## config.mk

```make
export PLATFORM = sky130hd
export DESIGN_NAME = cmp_channel
export DESIGN_NICKNAME = d
export VERILOG_FILES = /design/src/rtl/cmpch_pkg.sv /design/src/rtl/cmpch_regs.sv /design/src/rtl/cmpch_match.sv /design/src/rtl/cmpch_out_fsm.sv /design/src/rtl/cmp_channel.sv
export SDC_FILE = /design/constraint.sdc
export NUM_CORES = 1
export LEC_CHECK = 0
export ABC_AREA = 1
export BUFFER_PORTS_ARGS = -buffer_cell sky130_fd_sc_hd__buf_2
export CELL_PAD_IN_SITES_DETAIL_PLACEMENT = 0
export CELL_PAD_IN_SITES_GLOBAL_PLACEMENT = 1
export CORE_MARGIN = 5
export CORE_UTILIZATION = 41
export DETAILED_ROUTE_END_ITERATION = 16
export PLACE_DENSITY = 0.84
export SYNTH_ARGS = -nofsm -noshare
export SYNTH_HDL_FRONTEND = slang
export SYNTH_SLANG_ARGS = --single-unit
export TNS_END_PERCENT = 50
```

## constraint.sdc

```tcl
create_clock -name clk -period 1.9 [get_ports clk]
set_input_delay 0.38 -clock clk [delete_from_list [all_inputs] [get_ports clk]]
set_output_delay 0.38 -clock clk [all_outputs]
set_load 0.005 [all_outputs]
```

## src/rtl/cmpch_pkg.sv

```systemverilog
package cmpch_pkg;

    typedef enum logic {
        PIN_LOW  = 1'b0,
        PIN_HIGH = 1'b1
    } pin_state_e;

    typedef enum logic {
        MODE_AUTO = 1'b0,
        MODE_SOFT = 1'b1
    } cmp_mode_e;

    // bit positions inside the control byte
    localparam int CTRL_MODE_BIT = 0;
    localparam int CTRL_NEXT_BIT = 1;
    localparam int CLR_IRQ_BIT   = 0;

endpackage

```

## src/rtl/cmpch_regs.sv

```systemverilog
module cmpch_regs
    import cmpch_pkg::*;
#(
    parameter int TW = 16,
    parameter int DW = 8,
    parameter int AW = 2
) (
    input  logic          clk,
    input  logic          rst_n,
    input  logic          wr_en,
    input  logic [AW-1:0] wr_addr,
    input  logic [DW-1:0] wr_data,
    input  logic          timer_ovf,
    output logic [TW-1:0] cmp_reg,
    output logic [TW-1:0] cmp_latch,
    output cmp_mode_e     mode,
    output logic          next_lvl,
    output logic          irq_clr
);
    localparam int NBYTES   = TW / DW;
    localparam int OFF_CTRL = NBYTES;
    localparam int OFF_CLR  = NBYTES + 1;

    // one write lane per compare byte
    for (genvar g = 0; g < NBYTES; g++) begin : g_lane
        always_ff @(posedge clk) begin
            if (!rst_n) begin
                cmp_reg[g*DW +: DW] <= '0;
            end else if (wr_en && (wr_addr == AW'(g))) begin
                cmp_reg[g*DW +: DW] <= wr_data;
            end
        end
    end

    always_ff @(posedge clk) begin
        if (!rst_n) begin
            mode     <= MODE_AUTO;
            next_lvl <= 1'b0;
        end else if (wr_en && (wr_addr == AW'(OFF_CTRL))) begin
            mode     <= cmp_mode_e'(wr_data[CTRL_MODE_BIT]);
            next_lvl <= wr_data[CTRL_NEXT_BIT];
        end
    end

    // shadow latch: full-width copy only at overflow
    always_ff @(posedge clk) begin
        if (!rst_n) begin
            cmp_latch <= '0;
        end else if (timer_ovf) begin
            cmp_latch <= cmp_reg;
        end
    end

    assign irq_clr = wr_en && (wr_addr == AW'(OFF_CLR)) && wr_data[CLR_IRQ_BIT];

    logic unused_data_bits;
    assign unused_data_bits = ^wr_data;

    a_r6_latch_holds: assert property (@(posedge clk) disable iff (!rst_n)
        !timer_ovf |=> $stable(cmp_latch))
        else $error("R6 latch changed without overflow");

    a_r6_latch_loads: assert property (@(posedge clk) disable iff (!rst_n)
        timer_ovf |=> cmp_latch == $past(cmp_reg))
        else $error("R6 latch not loaded at overflow");

endmodule

```

## src/rtl/cmpch_match.sv

```systemverilog
module cmpch_match
    import cmpch_pkg::*;
#(
    parameter int TW = 16
) (
    input  logic [TW-1:0] timer_val,
    input  logic [TW-1:0] cmp_reg,
    input  logic [TW-1:0] cmp_latch,
    input  cmp_mode_e     mode,
    output logic          match
);
    logic [TW-1:0] active_val;

    always_comb begin
        unique case (mode)
            MODE_AUTO: active_val = cmp_latch;
            MODE_SOFT: active_val = cmp_reg;
            default:   active_val = cmp_latch;
        endcase
    end

    assign match = (timer_val == active_val);

endmodule

```

## src/rtl/cmpch_out_fsm.sv

```systemverilog
module cmpch_out_fsm
    import cmpch_pkg::*;
(
    input  logic      clk,
    input  logic      rst_n,
    input  logic      match,
    input  logic      timer_ovf,
    input  cmp_mode_e mode,
    input  logic      next_lvl,
    input  logic      irq_clr,
    output logic      pin,
    output logic      irq
);
    pin_state_e state_q, state_d;
    logic       irq_q;

    always_ff @(posedge clk) begin
        if (!rst_n) state_q <= PIN_LOW;
        else        state_q <= state_d;
    end

    always_comb begin
        state_d = state_q;
        unique case (state_q)
            PIN_LOW: begin
                if (mode == MODE_AUTO) begin
                    if (match && !timer_ovf) state_d = PIN_HIGH;   // RAISE_ON_MATCH
                end else begin
                    if (match && next_lvl) state_d = PIN_HIGH;     // RAISE_ON_MATCH
                end
            end
            PIN_HIGH: begin
                if (mode == MODE_AUTO) begin
                    if (timer_ovf) state_d = PIN_LOW;              // DROP_ON_OVERFLOW
                end else begin
                    if (match && !next_lvl) state_d = PIN_LOW;     // DROP_ON_MATCH
                end
            end
            default: state_d = PIN_LOW;
        endcase
    end

    always_ff @(posedge clk) begin
        if (!rst_n)       irq_q <= 1'b0;
        else if (match)   irq_q <= 1'b1;
        else if (irq_clr) irq_q <= 1'b0;
    end

    assign pin = (state_q == PIN_HIGH);
    assign irq = irq_q;

    a_r2_irq_on_match: assert property (@(posedge clk) disable iff (!rst_n)
        match |=> irq)
        else $error("R2 flag not set after match");

    a_r3_irq_sticky: assert property (@(posedge clk) disable iff (!rst_n)
        (irq && !irq_clr) |=> irq)
        else $error("R3 flag dropped without clear");

    a_r4_auto_rise: assert property (@(posedge clk) disable iff (!rst_n)
        (mode == MODE_AUTO && match && !timer_ovf) |=> pin)
        else $error("R4 pin not high after match");

    a_r5_auto_ovf_low: assert property (@(posedge clk) disable iff (!rst_n)
        (mode == MODE_AUTO && timer_ovf) |=> !pin)
        else $error("R5 pin not low after overflow");

    a_r7_soft_level: assert property (@(posedge clk) disable iff (!rst_n)
        (mode == MODE_SOFT && match) |=> pin == $past(next_lvl))
        else $error("R7 pin did not take next level");

    a_r8_soft_ovf_ignored: assert property (@(posedge clk) disable iff (!rst_n)
        (mode == MODE_SOFT && !match) |=> $stable(pin))
        else $error("R8 pin moved without match in software mode");

    a_r11_auto_hold: assert property (@(posedge clk) disable iff (!rst_n)
        (mode == MODE_AUTO && !match && !timer_ovf) |=> $stable(pin))
        else $error("R11 pin moved in idle cycle");

endmodule

```

## src/rtl/cmp_channel.sv

```systemverilog
module cmp_channel
    import cmpch_pkg::*;
#(
    parameter int TW = 16,
    parameter int DW = 8,
    parameter int AW = $clog2(TW / DW + 2)
) (
    input  logic          clk,
    input  logic          rst_n,
    input  logic [TW-1:0] timer_val,
    input  logic          timer_ovf,
    input  logic          wr_en,
    input  logic [AW-1:0] wr_addr,
    input  logic [DW-1:0] wr_data,
    output logic          cmp_out,
    output logic          irq
);
    logic [TW-1:0] cmp_reg;
    logic [TW-1:0] cmp_latch;
    cmp_mode_e     mode;
    logic          next_lvl;
    logic          irq_clr;
    logic          match;

    cmpch_regs #(.TW(TW), .DW(DW), .AW(AW)) u_regs (
        .clk       (clk),
        .rst_n     (rst_n),
        .wr_en     (wr_en),
        .wr_addr   (wr_addr),
        .wr_data   (wr_data),
        .timer_ovf (timer_ovf),
        .cmp_reg   (cmp_reg),
        .cmp_latch (cmp_latch),
        .mode      (mode),
        .next_lvl  (next_lvl),
        .irq_clr   (irq_clr)
    );

    cmpch_match #(.TW(TW)) u_match (
        .timer_val (timer_val),
        .cmp_reg   (cmp_reg),
        .cmp_latch (cmp_latch),
        .mode      (mode),
        .match     (match)
    );

    cmpch_out_fsm u_fsm (
        .clk       (clk),
        .rst_n     (rst_n),
        .match     (match),
        .timer_ovf (timer_ovf),
        .mode      (mode),
        .next_lvl  (next_lvl),
        .irq_clr   (irq_clr),
        .pin       (cmp_out),
        .irq       (irq)
    );

endmodule

```

==> results of run 1 <==
-- cell families (layout without fill, tap and decap cells) --
kind of cell / after synthesis / in the layout / synth area share
AOI/OAI and AO/OA: 65 / 65 / 0.178
buffers and inverters: 51 / 78 / 0.124
and+or+nand+nor: 136 / 136 / 0.304
DFF: 36 / 36 / 0.394
-- cells in the final DEF (no fill, tap or decap) --
cell type,instances
nand2_1,90
inv_1,39
dfxtp_1,36
o21ai_0,35
buf_2,31
a21oi_1,30
nor2_1,25
nand3_1,12
nand3b_1,7
clkbuf_8,5
buf_4,3
nand2_2,2
-- stage by stage --
step                      setup slack (ps)   util  area, um2
after CTS                              367  0.473       2060
after floorplan                        637      -       1830
after global routing                   200  0.473       2060
final                                  366  0.473       2060
after global placement                 393  0.457       1990
after detailed placement               373  0.457       1990
-- routing by layer --
layer / vias up / track usage / wire length [um]
li1: 956 / - / -
met1: 756 / 0.199 / 2070
met2: 38 / 0.229 / 1830
met3: 7 / 0.0386 / 256
met4: 0 / 0.0420 / 39
met5: - / 0 / 0
-- how the worst min path moves through the flow --
stage / startpoint / to / slack [ps] / cells past startpoint
6_report: wr_data[2] / u_regs.cmp_reg[10]$_SDFFE_PN0P_ / 350 / 3
5_1_grt: wr_data[7] / u_regs.cmp_reg[7]$_SDFFE_PN0P_ / 370 / 3
4_1_cts: wr_data[2] / u_regs.cmp_reg[10]$_SDFFE_PN0P_ / 360 / 3
3_5_place_dp: u_regs.next_lvl$_SDFFE_PN0P_ / u_regs.next_lvl$_SDFFE_PN0P_ / 450 / 2
3_3_place_gp: u_regs.next_lvl$_SDFFE_PN0P_ / u_regs.next_lvl$_SDFFE_PN0P_ / 440 / 2
2_1_floorplan: u_regs.next_lvl$_SDFFE_PN0P_ / u_regs.next_lvl$_SDFFE_PN0P_ / 430 / 2
-- final cells by class --
type	instances	area [um2]
fill	456	2290
multi-input combinational	201	882
sequential	36	721
timing repair buffer	34	178
inverter	39	146
clock buffer	5	68.8
tap	52	65.1
-- worst register-to-register path, cell delays in order (launching register included) --
cell	delay (ps)
dfxtp_1	310
inv_1	170
buf_4	200
nand2_1	80
nand3_1	70
nand2_1	60
nor2_1	110
nand2_1	70
nor2_1	130
nand2_1	100
nor2_1	90
nor2_1	50
-- where the power goes --
group          switching (mW)  internal (mW)  total, mW
combinational           0.145         0.0920      0.237
clock                   0.243          0.236      0.479
sequential             0.0178          0.795      0.813
total                   0.405           1.12       1.53
==> metrics.md, run 1 <==
| Metric | Value |
|---|---|
| Area leader, netlist | `dfxtp_1` |
| Final setup fails | `0` |
| Final Skew | `4.56 ps` |
| R2r startpoint | `u_regs.mode$_SDFFE_PN0P_` |
| First-pass GRT wire length | `7.17 mm` |
| Number of instances resized during post-cts repair | `0` |
| Final ANT Viol Nets | `0` |
| Starting DRT DRC Count | `90` |
| Total die area | `around 5900 um2` |
| FF-to-FF path depth | `11` |
| FFs w/ async S/R, synth | `0` |
| Row cnt | `24` |
| Sum Neg Setup Slack | `0 ps` |
| Critical path data required time | `2080 ps` |
| Gr ovfl total | `0` |
| Stages on worst setup path | `11` |
| Avg Cell Area, Syn | `6.35 um2` |
| Initial antenna violation count | `0` |
| Hold Crit Class | `in2reg` |
| Leakage power | `~1.0 nW` |
| Cells after Synth | `288` |
| RD Place Congestion | `around 0.73` |
| Placed cell count | `roughly 360` |
| F_max | `652 MHz` |
| Die span in x | `approximately 77 um` |
| Final min period | `1530 ps` |
| Die Ht | `about 77 um` |
| Final hold vios | `0` |
| Worst Setup Start Kind | `flop` |
| Syn nets | `318` |
| Critical Path End Type | `flop` |
| Final Total Pwr | `approximately 1.5 mW` |
| Post-synth EDFFs | `0` |
| Detailed placement HPWL | `~3.1 mm` |
| Primary FF master, synth | `dfxtp_1` |
| Max Cap Violations | `0` |
| Via count | `1757` |
| Register area share after synthesis | `0.394` |
| Cell variety after synth | `14` |
| Final Non-Filler Cells | `about 370` |
| Layout area overhead | `12.7%` |
| Top-count cell post-synth | `nand2_1` |
| TritonCTS buffer count | `5` |
| Commonest cells in the netlist | `90 x nand2_1, 39 x inv_1, 36 x dfxtp_1` |
| Share of cells above drive strength 1 | `0.130` |
| # DRC | `0` |
| Cell Area, Synth | `between 1500 and 2000 um2` |
| Synthesized flop and latch total | `36` |
| Peak VDD IR | `~0.45 mV` |
| Post-CTS setup repair buffer count | `0` |
| RSZ-0062 raised after global routing | `false` |
| Yosys top cell area share | `0.394` |
| Setup crit end | `u_fsm.pin$_SDFF_PN0_` |
| Fin. max-slew vios | `0` |
| Hold slack | `around 350 ps` |
| Total GRT Usage | `0.147` |
| Rel. slew slack | `0.663` |
| Crit. Startpoint | `u_regs.mode$_SDFFE_PN0P_` |
| Family with the most delay on the worst path | `simple AND/OR/NAND/NOR gates` |
| Worst path slowest cell | `dfxtp_1` |
| Later-pin clock latency in the skew report | `280 ps` |
| Root Driver | `clkbuf_8` |
| Clock transition at the registers of the reported paths | `roughly 70 ps` |
| Maximum clock path buffer count | `2` |
| Yosys warning total | `0` |
| R2r setup slk | `370 ps` |
| Crit path kind | `reg2reg` |
| Drt via density | `roughly 4.8` |
| CP cell instances | `inv_1 > buf_4 > nand2_1 > nand3_1 > nand2_1 > nor2_1 > nand2_1 > nor2_1 > nand2_1 > nor2_1 > nor2_1` |
| H-tree depth | `2` |
| Port bufs | `31` |
| FF-to-FF End | `u_fsm.pin$_SDFF_PN0_` |
| Crit path DAT | `approximately 1700 ps` |
| Pin count of the biggest net entering global routing | `36` |
| Starting Density | `0.420` |
| Final critical-path share of the clock period | `0.807` |
| Buffers and inverters on the worst path | `2` |
| Ant. Diodes | `0` |
| WL final | `4.19 mm` |
| Worst-path maximum fanout | `8` |
| First drt pass iteration count | `4` |
| Core area | `~4400 um2` |
| Slowest stage delay, CP | `slightly above 300 ps` |
| Outcome | `completed` |
| CTS tree | `built` |
| Worst slew pin tran | `~510 ps` |
| Final net count | `~350` |
| DR WL/cell | `roughly 11 um` |
| Number of global-route vias before repair | `roughly 1600` |
| Io pins | `32` |
| Power Density | `approximately 740 nW/um2` |
| Largest cells by area after synthesis | `dfxtp_1 39%, nand2_1 18%, o21ai_0 9.6%, a21oi_1 8.2%, inv_1 8.0%` |
| # clock sinks | `36` |
| CTS Hold Bufs | `0` |
No activity file was read; power rests on OpenSTA's default activity.
==> run 2: changes to the inputs <==
- ABC_AREA: 1 -> 0
- CORE_UTILIZATION: 41 -> 38
- PLACE_DENSITY: 0.84 -> 0.75
- clock period: 1.9 -> 1.31 ns (I/O delays scaled with it)
==> run 2 against run 1 <==
  * The flow now finishes with violations (negative setup slack)
  * Via count decreased by 28%
  * Clock power increased to 2.8 times the previous value
  * Cell count decreased by 28%
  * Global-route usage decreased by 1.8 points
  * Die area increased by 1.9%
  * Hold slack got worse by 100 ps
  * Clock-buffer cell count unchanged
  * Synthesized cell count decreased by 44%
  * Sequential share of layout area decreased by 3.2 points
  * Worst setup slack got worse by 790 ps
  * Highest routed layer unchanged
  * Combinational power increased by 18%
==> metrics.md, run 2 <==
| Metric | Value |
|---|---|
| Peak VDD IR | `0.615 mV` |
| Die Ht | `77.5 um` |
| Total die area | `about 6000 um2` |
| Row cnt | `24` |
| Yosys top cell area share | `0.416` |
| Leakage power | `approximately 0.94 nW` |
| Met2 Routed Length | `about 1.9 mm` |
| Top layer in use | `met4` |
| Layout filler cell count | `slightly below 400` |
| Total GRT Usage | `0.130` |
| Register area share after synthesis | `0.416` |
| TritonCTS buffer count | `5` |
| Number of global-route vias before repair | `1366` |
| Final ANT Viol Nets | `0` |
| Later-pin clock latency in the skew report | `roughly 280 ps` |
| Final Total Pwr | `roughly 2.8 mW` |
| Top-count cell post-synth | `mux2i_1` |
| Worst path slowest cell | `dfxtp_4` |
| Hold slack | `roughly 250 ps` |
| Final setup fails | `2` |
| CP cell instances | `buf_8 > mux2i_1 > xnor2_1 > nor4_1 > nand4_1 > nor2b_1 > nor3_1` |
| Final Non-Filler Cells | `approximately 260` |
| Initial antenna violation count | `0` |
| WL met3 | `between 150 and 200 um` |
| WL met1 | `roughly 1.6 mm` |
| Starting Density | `0.395` |
| Maximum clock path buffer count | `2` |
| First drt pass iteration count | `4` |
| FFs w/ async S/R, synth | `0` |
| Buffers and inverters on the worst path | `1` |
| Core area | `roughly 4400 um2` |
| # clock sinks | `36` |
| Detailed placement HPWL | `2.77 mm` |
| Crit path DAT | `1940 ps` |
| Crit path kind | `reg2reg` |
| Cell Area, Synth | `about 1700 um2` |
| Commonest non-fill, non-tap cell in the layout | `mux2i_1` |
| Worst-path maximum fanout | `10` |
| Largest cells by area after synthesis | `dfxtp_1 42%, mux2i_1 29%, nor2b_1 13%, xnor2_1 8.1%, nor4_1 1.4%` |
| Via count | `between 1000 and 1500` |
| Critical Path End Type | `flop` |
| Final min period | `1730 ps` |
| Commonest cells in the netlist | `50 x mux2i_1, 36 x dfxtp_1, 35 x nor2b_1` |
| Port bufs | `31` |
| Post-CTS setup repair buffer count | `0` |
| Ant. Diodes | `0` |
| H-tree depth | `2` |
| RD Place Congestion | `0.721` |
| CTS tree | `built` |
| Placed cell count | `approximately 260` |
| Placed cell area | `just over 2000 um2` |
| Share of cells above drive strength 1 | `0.311` |
| Final setup margin | `-419 ps` |
| Root Driver | `clkbuf_8` |
| Synthesized flop and latch total | `36` |
| Layout Cell Area excl Fill | `between 2000 and 2500 um2` |
| Worst slew pin tran | `between 400 and 500 ps` |
| CTS Hold Bufs | `0` |
| Cell variety after synth | `18` |
| Pin count of the biggest net entering global routing | `37` |
| Max Cap Violations | `0` |
| Gr ovfl total | `0` |
| Die span in x | `~78 um` |
| Io pins | `32` |
| Post-synth EDFFs | `0` |
| Yosys warning total | `0` |
| Worst Setup Start Kind | `flop` |
| Fin. max-slew vios | `0` |
| Hold Crit Class | `in2reg` |
| Critical path data required time | `~1500 ps` |
| Most frequent cells in the layout | `48 x mux2i_1, 35 x nor2b_1, 35 x dfxtp_1` |
| Avg Cell Area, Syn | `approximately 11 um2` |
| Layout area overhead | `31.6%` |
| F_max | `slightly below 600 MHz` |
| Syn nets | `~190` |
| Clock transition at the registers of the reported paths | `~70 ps` |
| RSZ-0062 raised after global routing | `true` |
| Family with the most delay on the worst path | `simple AND/OR/NAND/NOR gates` |
| DR WL/cell | `14.3 um` |
| WL final | `3.78 mm` |
| Final Skew | `6.10 ps` |
| Failing checks | `negative setup slack` |
| Final net count | `approximately 240` |
| Power Density | `1210 nW/um2` |
| Drt via density | `4.81` |
| Slowest stage delay, CP | `approximately 380 ps` |
| # DRC | `0` |
| Final hold vios | `0` |
| Rel. slew slack | `0.681` |
| Starting DRT DRC Count | `60` |
| Final critical-path share of the clock period | `1.32` |
| First-pass GRT wire length | `between 6 and 7 mm` |
| Outcome | `finished, violations left` |
| Post-Route Utilization | `0.520` |
| Cells after Synth | `between 150 and 200` |
| Primary FF master, synth | `dfxtp_1` |
| Area leader, netlist | `dfxtp_1` |
-- run 2: changes by cell type after synthesis, sizes merged, moves of 2 or more --
cell / previous run / this run
a21oi: 30 / 0
clkbuf: 7 / 5
inv: 39 / 1
mux2i: 0 / 50
nand2: 92 / 1
nand3: 12 / 0
nand3b: 7 / 2
nand4: 0 / 2
nor2: 25 / 0
nor2b: 0 / 35
nor3b: 0 / 2
nor4: 0 / 4
o21ai: 35 / 1
xnor2: 0 / 16
-- run 2: cells by family after synthesis --
family,count (synthesis),synth area share
DFF,36,0.416
buffers and inverters,10,0.0361
muxes,50,0.289
xor gates and xnor gates,16,0.0809
AOI/OAI and AO/OA,2,0.00722
and+or+nand+nor,47,0.171
-- run 2: cell type report --
class                   count  area [um2]  area share
clock inverters             3        90.1      0.0395
well taps                  52        65.1      0.0286
repair buffers             52         353       0.155
flip-flops and latches     36         724       0.318
inverters                   1        3.75     0.00165
multi-input cells         115         973       0.427
clock buffers               5        68.8      0.0302
-- run 2: layer usage --
metal | track usage | up-vias
met2 | 0.221 | 23
met5 | 0 | -
li1 | - | 644
met1 | 0.143 | 595
met3 | 0.0475 | 7
met4 | 0.0601 | 0
-- run 2: power breakdown --
part,switching [mW],total (mW),internal (mW)
Sequential,0.0156,1.14,1.12
Clock,0.389,1.34,0.952
Combinational,0.122,0.280,0.158
Total,0.527,2.76,2.23
-- run 2: per-stage QoR --
step | setup TNS [ps] | setup slack (ps)
2_1_floorplan | -452 | -302
3_3_place_gp | -863 | -493
3_5_place_dp | -938 | -557
4_1_cts | -747 | -438
5_1_grt | -926 | -524
6_report | -721 | -419
-- run 2: path summary, 6_finish.rpt --
kind	startpoint	endpoint	slack [ps]	cells past startpoint
max	u_regs.mode$_SDFFE_PN0P_	u_fsm.pin$_SDFF_PN0_	-420	7
min	wr_data[6]	u_regs.cmp_reg[14]$_SDFFE_PN0P_	250	3
max reg2reg	u_regs.mode$_SDFFE_PN0P_	u_fsm.pin$_SDFF_PN0_	-420	7
min reg2reg	u_fsm.irq$_SDFFE_PN0P_	u_fsm.irq$_SDFFE_PN0P_	500	2
-- run 2: worst register-to-register path, stage by stage (launching register included) --
cell     delay (ps)
dfxtp_4         380
buf_8           150
mux2i_1         230
xnor2_1          90
nor4_1          290
nand4_1         200
nor2b_1         180
nor3_1          130
-- run 2: what timing repair did --
action,CTS,global route
resized for setup,9,2
pin swaps,5,0
setup endpoints to repair,2,2
